File: src/rtl/descg_pkg.sv
package descg_pkg;
  typedef enum logic [1:0] {
    PH_PRE     = 2'd0,
    PH_IDLE    = 2'd1,
    PH_SETDESC = 2'd2
  } phase_t;
endpackage

File: src/rtl/descg_mem.sv
module descg_mem #(
  parameter int DEPTH = 384,
  parameter int DW    = 8,
  localparam int AW   = $clog2(DEPTH)
) (
  input  logic          clk,
  input  logic          we,
  input  logic [AW-1:0] waddr,
  input  logic [DW-1:0] wdata,
  input  logic          re,
  input  logic [AW-1:0] raddr,
  output logic [DW-1:0] rdata
);
  logic [DW-1:0] store [DEPTH];

  always_ff @(posedge clk) begin
    if (we) store[waddr] <= wdata;
    if (re) rdata <= store[raddr];
  end
endmodule

File: src/rtl/descg_phase.sv
module descg_phase
  import descg_pkg::*;
#(
  parameter logic [7:0] SETDESC_CODE = 8'h07
) (
  input  logic       clk,
  input  logic       rst,
  input  logic       bus_reset,
  input  logic       setup_evt,
  input  logic [7:0] req_code,
  input  logic       eop_access,
  output logic       win_open,
  output logic       in_setdesc
);
  phase_t ph_q, ph_d;
  logic   is_setdesc;

  assign is_setdesc = setup_evt && (req_code == SETDESC_CODE);

  always_comb begin
    ph_d = ph_q;
    if (bus_reset) ph_d = PH_IDLE;
    else begin
      unique case (ph_q)
        PH_PRE:     ph_d = PH_PRE;
        PH_IDLE:    if (is_setdesc) ph_d = PH_SETDESC;
        PH_SETDESC: if (eop_access || (setup_evt && !is_setdesc)) ph_d = PH_IDLE;
        default:    ph_d = PH_IDLE;
      endcase
    end
  end

  always_ff @(posedge clk) begin
    if (rst) ph_q <= PH_PRE;
    else     ph_q <= ph_d;
  end

  assign in_setdesc = (ph_q == PH_SETDESC);
  assign win_open   = (ph_q == PH_PRE) || in_setdesc;

  AST_WIN_CAUSE: assert property (@(posedge clk) disable iff (rst)
    $rose(in_setdesc) |-> $past(setup_evt && req_code == SETDESC_CODE));
  AST_EOP_CLOSES: assert property (@(posedge clk) disable iff (rst)
    (in_setdesc && eop_access) |=> !in_setdesc);
  AST_PRE_ENDS: assert property (@(posedge clk) disable iff (rst)
    bus_reset |=> (ph_q != PH_PRE));
endmodule

File: src/rtl/descg_reload.sv
module descg_reload #(
  parameter int DEPTH = 384,
  localparam int AW   = $clog2(DEPTH),
  localparam logic [AW-1:0] LAST = AW'(DEPTH - 1)
) (
  input  logic          clk,
  input  logic          rst,
  input  logic          start_cmd,
  input  logic          start_rst,
  output logic          busy,
  output logic          rd_en,
  output logic [AW-1:0] rd_addr,
  output logic          ld_valid,
  output logic [AW-1:0] ld_index,
  output logic          init_done
);
  logic [AW-1:0] idx;

  always_ff @(posedge clk) begin
    if (rst) begin
      busy      <= 1'b0;
      idx       <= '0;
      ld_valid  <= 1'b0;
      ld_index  <= '0;
      init_done <= 1'b0;
    end else begin
      ld_valid  <= busy;
      ld_index  <= idx;
      init_done <= busy && (idx == LAST);
      if (start_rst || (start_cmd && !busy)) begin
        busy <= 1'b1;
        idx  <= '0;
      end else if (busy) begin
        if (idx == LAST) busy <= 1'b0;
        else             idx  <= idx + 1'b1;
      end
    end
  end

  assign rd_en   = busy;
  assign rd_addr = idx;

  AST_DONE_SINGLE: assert property (@(posedge clk) disable iff (rst)
    init_done |=> !init_done);
  AST_DONE_AFTER_BUSY: assert property (@(posedge clk) disable iff (rst)
    init_done |-> $past(busy));
  AST_CMD_IGNORED: assert property (@(posedge clk) disable iff (rst)
    (busy && start_cmd && !start_rst && idx != LAST) |=> (busy && idx == AW'($past(idx) + 1'b1)));
  AST_RST_RESTART: assert property (@(posedge clk) disable iff (rst)
    start_rst |=> (busy && idx == '0));
endmodule

File: src/rtl/desc_ram_guard.sv
module desc_ram_guard
  import descg_pkg::*;
#(
  parameter int          DEPTH        = 384,
  parameter logic [15:0] RAM_BASE     = 16'h0500,
  parameter logic [15:0] CTRL_ADDR    = 16'h07E8,
  parameter logic [7:0]  SETDESC_CODE = 8'h07,
  localparam int AW = $clog2(DEPTH),
  localparam logic [15:0] RAM_TOP = RAM_BASE + 16'(DEPTH - 1)
) (
  input  logic          clk,
  input  logic          rst,
  input  logic [15:0]   cpu_addr,
  input  logic          cpu_wr,
  input  logic          cpu_rd,
  input  logic [7:0]    cpu_wdata,
  output logic [7:0]    cpu_rdata,
  input  logic          setup_evt,
  input  logic [7:0]    req_code,
  input  logic          bus_reset,
  input  logic          eop_access,
  input  logic          init_cmd,
  output logic          stall_req,
  output logic          reload_busy,
  output logic          init_done,
  output logic          ld_valid,
  output logic [AW-1:0] ld_index,
  output logic [7:0]    ld_data
);
  logic          win_open, in_setdesc;
  logic          busy, rl_re;
  logic [AW-1:0] rl_addr;
  logic          hit_ram, hit_ctrl, access_ok;
  logic [AW-1:0] ram_off;
  logic          mem_we, cpu_re, mem_re;
  logic [AW-1:0] mem_raddr;
  logic [7:0]    mem_q;
  logic          auto_stall, rsel_ram;
  logic [7:0]    ctrl_q;

  descg_phase #(.SETDESC_CODE(SETDESC_CODE)) u_phase (
    .clk(clk), .rst(rst), .bus_reset(bus_reset), .setup_evt(setup_evt),
    .req_code(req_code), .eop_access(eop_access),
    .win_open(win_open), .in_setdesc(in_setdesc)
  );

  descg_reload #(.DEPTH(DEPTH)) u_reload (
    .clk(clk), .rst(rst), .start_cmd(init_cmd), .start_rst(bus_reset),
    .busy(busy), .rd_en(rl_re), .rd_addr(rl_addr),
    .ld_valid(ld_valid), .ld_index(ld_index), .init_done(init_done)
  );

  assign hit_ram   = (cpu_addr >= RAM_BASE) && (cpu_addr <= RAM_TOP);
  assign hit_ctrl  = (cpu_addr == CTRL_ADDR);
  assign ram_off   = AW'(cpu_addr - RAM_BASE);
  assign access_ok = win_open && !busy;
  assign mem_we    = cpu_wr && hit_ram && access_ok;
  assign cpu_re    = cpu_rd && hit_ram && access_ok;
  assign mem_re    = rl_re || cpu_re;
  assign mem_raddr = rl_re ? rl_addr : ram_off;

  descg_mem #(.DEPTH(DEPTH), .DW(8)) u_mem (
    .clk(clk), .we(mem_we), .waddr(ram_off), .wdata(cpu_wdata),
    .re(mem_re), .raddr(mem_raddr), .rdata(mem_q)
  );

  always_ff @(posedge clk) begin
    if (rst) begin
      auto_stall <= 1'b0;
      rsel_ram   <= 1'b0;
      ctrl_q     <= 8'h00;
    end else begin
      if (cpu_wr && hit_ctrl) auto_stall <= cpu_wdata[0];
      rsel_ram <= cpu_re;
      ctrl_q   <= (cpu_rd && hit_ctrl) ? {7'b0, auto_stall} : 8'h00;
    end
  end

  assign cpu_rdata   = rsel_ram ? mem_q : ctrl_q;
  assign ld_data     = mem_q;
  assign stall_req   = auto_stall && in_setdesc;
  assign reload_busy = busy;

  AST_RDATA_REFUSED: assert property (@(posedge clk) disable iff (rst)
    (cpu_rd && hit_ram && !access_ok) |=> (cpu_rdata == 8'h00));
  AST_STALL_OFF_IDLE: assert property (@(posedge clk) disable iff (rst)
    (eop_access && !setup_evt) |=> !stall_req);
endmodule

File: config.mk
export PLATFORM = sky130hd
export DESIGN_NAME = desc_ram_guard
export DESIGN_NICKNAME = d
export VERILOG_FILES = /design/src/rtl/descg_pkg.sv /design/src/rtl/descg_mem.sv /design/src/rtl/descg_phase.sv /design/src/rtl/descg_reload.sv /design/src/rtl/desc_ram_guard.sv
export SDC_FILE = /design/constraint.sdc
export NUM_CORES = 2
export LEC_CHECK = 0
export CORE_MARGIN = 2
export CORE_UTILIZATION = 30
export CTS_CLUSTER_DIAMETER = 120
export DETAILED_ROUTE_END_ITERATION = 8
export PLACE_DENSITY = 0.42
export SETUP_SLACK_MARGIN = 0.1
export SLEW_MARGIN = 20
export SYNTH_ARGS = -nofsm -noshare
export SYNTH_HDL_FRONTEND = slang
export SYNTH_SLANG_ARGS = --single-unit
File: constraint.sdc
create_clock -name clk -period 9.7 [get_ports clk]
set_clock_uncertainty 0.2 [all_clocks]
set_input_delay 0.97 -clock clk [delete_from_list [all_inputs] [get_ports clk]]
set_output_delay 0.97 -clock clk [all_outputs]
set_load 0.005 [all_outputs]
==> metrics.txt <==
status completed; drt wl/cell 30.6 um; Starting Density 0.301; net count of the mapped netlist 7942; Die X 645 um; crit start category input pin; global-route wire length before repair 582000 um; Final Hold Viols 0; clk_lat worst skew 0.93 ns; Worst Path Required 10.25 ns; Leak 0.0443 uW; syn avg cell area 15.6 um^2; Rel. slew slack 0.210; CP Class in -> reg; Setup Buffers After CTS 0; die area 416000 um^2; Hold Path Class in -> reg; nets 8002; die height 645 um; number of global-route vias before repair 70573; worst flop-to-flop path endpoint u_mem.rdata[7]; Final ANT Viol Nets 0; core footprint 409000 um^2; CP arrival 6.52 ns; Syn. warnings 0; via count 71229; Setup WS post-layout 3.73 ns; nature of the critical path endpoint flip-flop; CTS Hold Buffers Added 0; Post-DP Area 130000 um^2; P per Cell Area 211 nW/um^2; Worst-Margin Slew 1.17 ns; fmax 167 MHz; Worst-path clk slew 0.06 ns; iteration-0 DRC count of the detailed router 7276; Vias per Instance 5.20; Final setup viols 0; Detailed Place HPWL 247000 um; crit path max fanout 102; Critical Path Start cpu_addr[0]; clk sink count 3106; proportion of layout cells with a drive suffix above 1 0.110; Setup TNS Final 0 ns; Max H-tree Level 5; clk buf depth 4; number of library cell types mapped by synthesis 77; fin crit share 0.616; FF-to-FF Start u_reload.busy; RSZ-0062 raised after global routing no; Post-CTS Resized 0; Global Route Usage Sum 0.197; Final Total Pwr 29800 uW; CTS buffer count 354; CTS tree built; Mapped Cells 7901; Yosys reg bits 3106; DRT Pass-1 Iters 6; P&R area growth vs syn 14.4%; # port buffers 68; Final GP Congestion 0.815; Min-Delay Path Depth 1; Post-synth EDFFs 3080; Post-synth top flop edfxtp_1; Worst VDD drop 0.153 mV; Post-synth ARST share 0; design area 141000 um^2; Cell Area, Synth 123000 um^2; worst hold start cpu_wdata[2]; root buf cell clkbuf_16; r2r setup slk 4.07 ns; most common cell after layout, fill and taps aside edfxtp_1; Reg2Reg Depth 13; row cnt 235; largest net degree at the start of global routing 143; initial antenna violation count 25; Ports 69; min Tclk post-route 5.97 ns; total wire length 420000 um; GRT overflow 0; drt drc 0; sequential area share after synthesis 0.755; hold endpoint u_mem.store[296][2]; Max Cap Violations 0; dpl ws 2.86 ns; commonest cells after routing, fill and taps aside edfxtp_1, nand2_1, mux2i_1, a21oi_1, nor2_1; Final Max Tran Viols 0
[synth_stat cells (all sizes together), types with 13 or more instances]
cell     number  area [um^2]
o22ai       141          882
dfxtp        26          521
nor2b        20          125
o211a        13          130
a21oi       467         2340
nand3       325         1640
a31oi        67          419
nor2        455         1710
and2         18          113
nand4        24          150
and3         58          363
clkbuf      173          651
a311oi       44          392
o21ai       120          601
mux2i       502         5030
buf         357         2290
o211ai       24          180
o221ai      143         1250
mux4        210         4730
a2111oi      27          243
nor3        108          541
a221oi       17          149
edfxtp     3080        92500
nor4         42          263
nand2      1305         4900
[stage by stage]
step	cells	util	hold WS [ns]
global placement	13056	0.318	0.337
finish	13706	0.345	0.196
global route	13696	0.344	0.181
CTS	13688	0.344	0.147
floorplan	7901	-	0.237
detailed placement	13056	0.318	0.347
[report_power, final]
group	total [uW]	internal (uW)	switching (uW)
combinational	2170	585	1580
clock	12900	7350	5520
sequential	14800	14800	21.2
[flip-flops by register name, indices dropped and copies added (netlist names)]
signal              flops
u_reload.busy           1
ctrl_q                  1
u_reload.rd_addr        9
rsel_ram                1
u_reload.ld_index       9
auto_stall              1
u_mem.store          3072
u_reload.init_done      1
u_reload.ld_valid       1
u_phase.ph_q            2
u_mem.rdata             8
[metal layers]
metal	track usage	part of all wire
met1	0.269	0.43
met3	0.0237	0.052
met5	0	0.00015
met4	0.0594	0.032
met2	0.328	0.48
[final cells by class]
class | instances | area [um^2]
fillers | 39203 | 268000
flip-flops and latches | 3106 | 93000
multi-input cells | 4257 | 27600
clock buffers | 459 | 9440
well taps | 5451 | 6820
repair buffers | 234 | 2490
clock inverters | 173 | 1520
diodes | 18 | 45.0
inverters | 8 | 30.0
[critical path: stages]
cell	delay, ns
clkdlybuf4s50_1	0.85
mux2_8	0.83
buf_12	0.58
buf_12	0.34
mux2i_1	0.12
o221ai_1	0.31
a31oi_1	0.09
o211ai_1	0.45
nand2_1	0.29
nor4_1	0.73
buf_4	0.23
o22ai_1	0.19
a311oi_1	0.27
[worst max path at each step]
stage / depth (start not counted) / to / slack (ns)
finish: 13 / u_mem.rdata[7] / 3.73
global route: 13 / u_mem.rdata[7] / 3.64
CTS: 13 / u_mem.rdata[7] / 3.87
detailed placement: 13 / u_mem.rdata[7] / 2.86
global placement: 11 / u_mem.rdata[1] / 2.84
floorplan: 10 / u_mem.store[256][0] / 5.86
[logic make-up (layout without fill, tap and decap cells)]
kind of cell / count (synthesis) / in the layout / synth area share
AND/OR/NAND/NOR: 2388 / 2388 / 0.0816
AO/OA/AOI/OAI: 1140 / 1140 / 0.0587
buffers and inverters: 538 / 874 / 0.0241
other: 0 / 18 / 0
adder cells (fa/ha/maj): 1 / 1 / 0.000102
multiplexers: 722 / 722 / 0.0801
flip-flops: 3106 / 3106 / 0.755
XOR/XNOR: 6 / 6 / 0.000427
No activity file was read; power rests on OpenSTA's default activity.
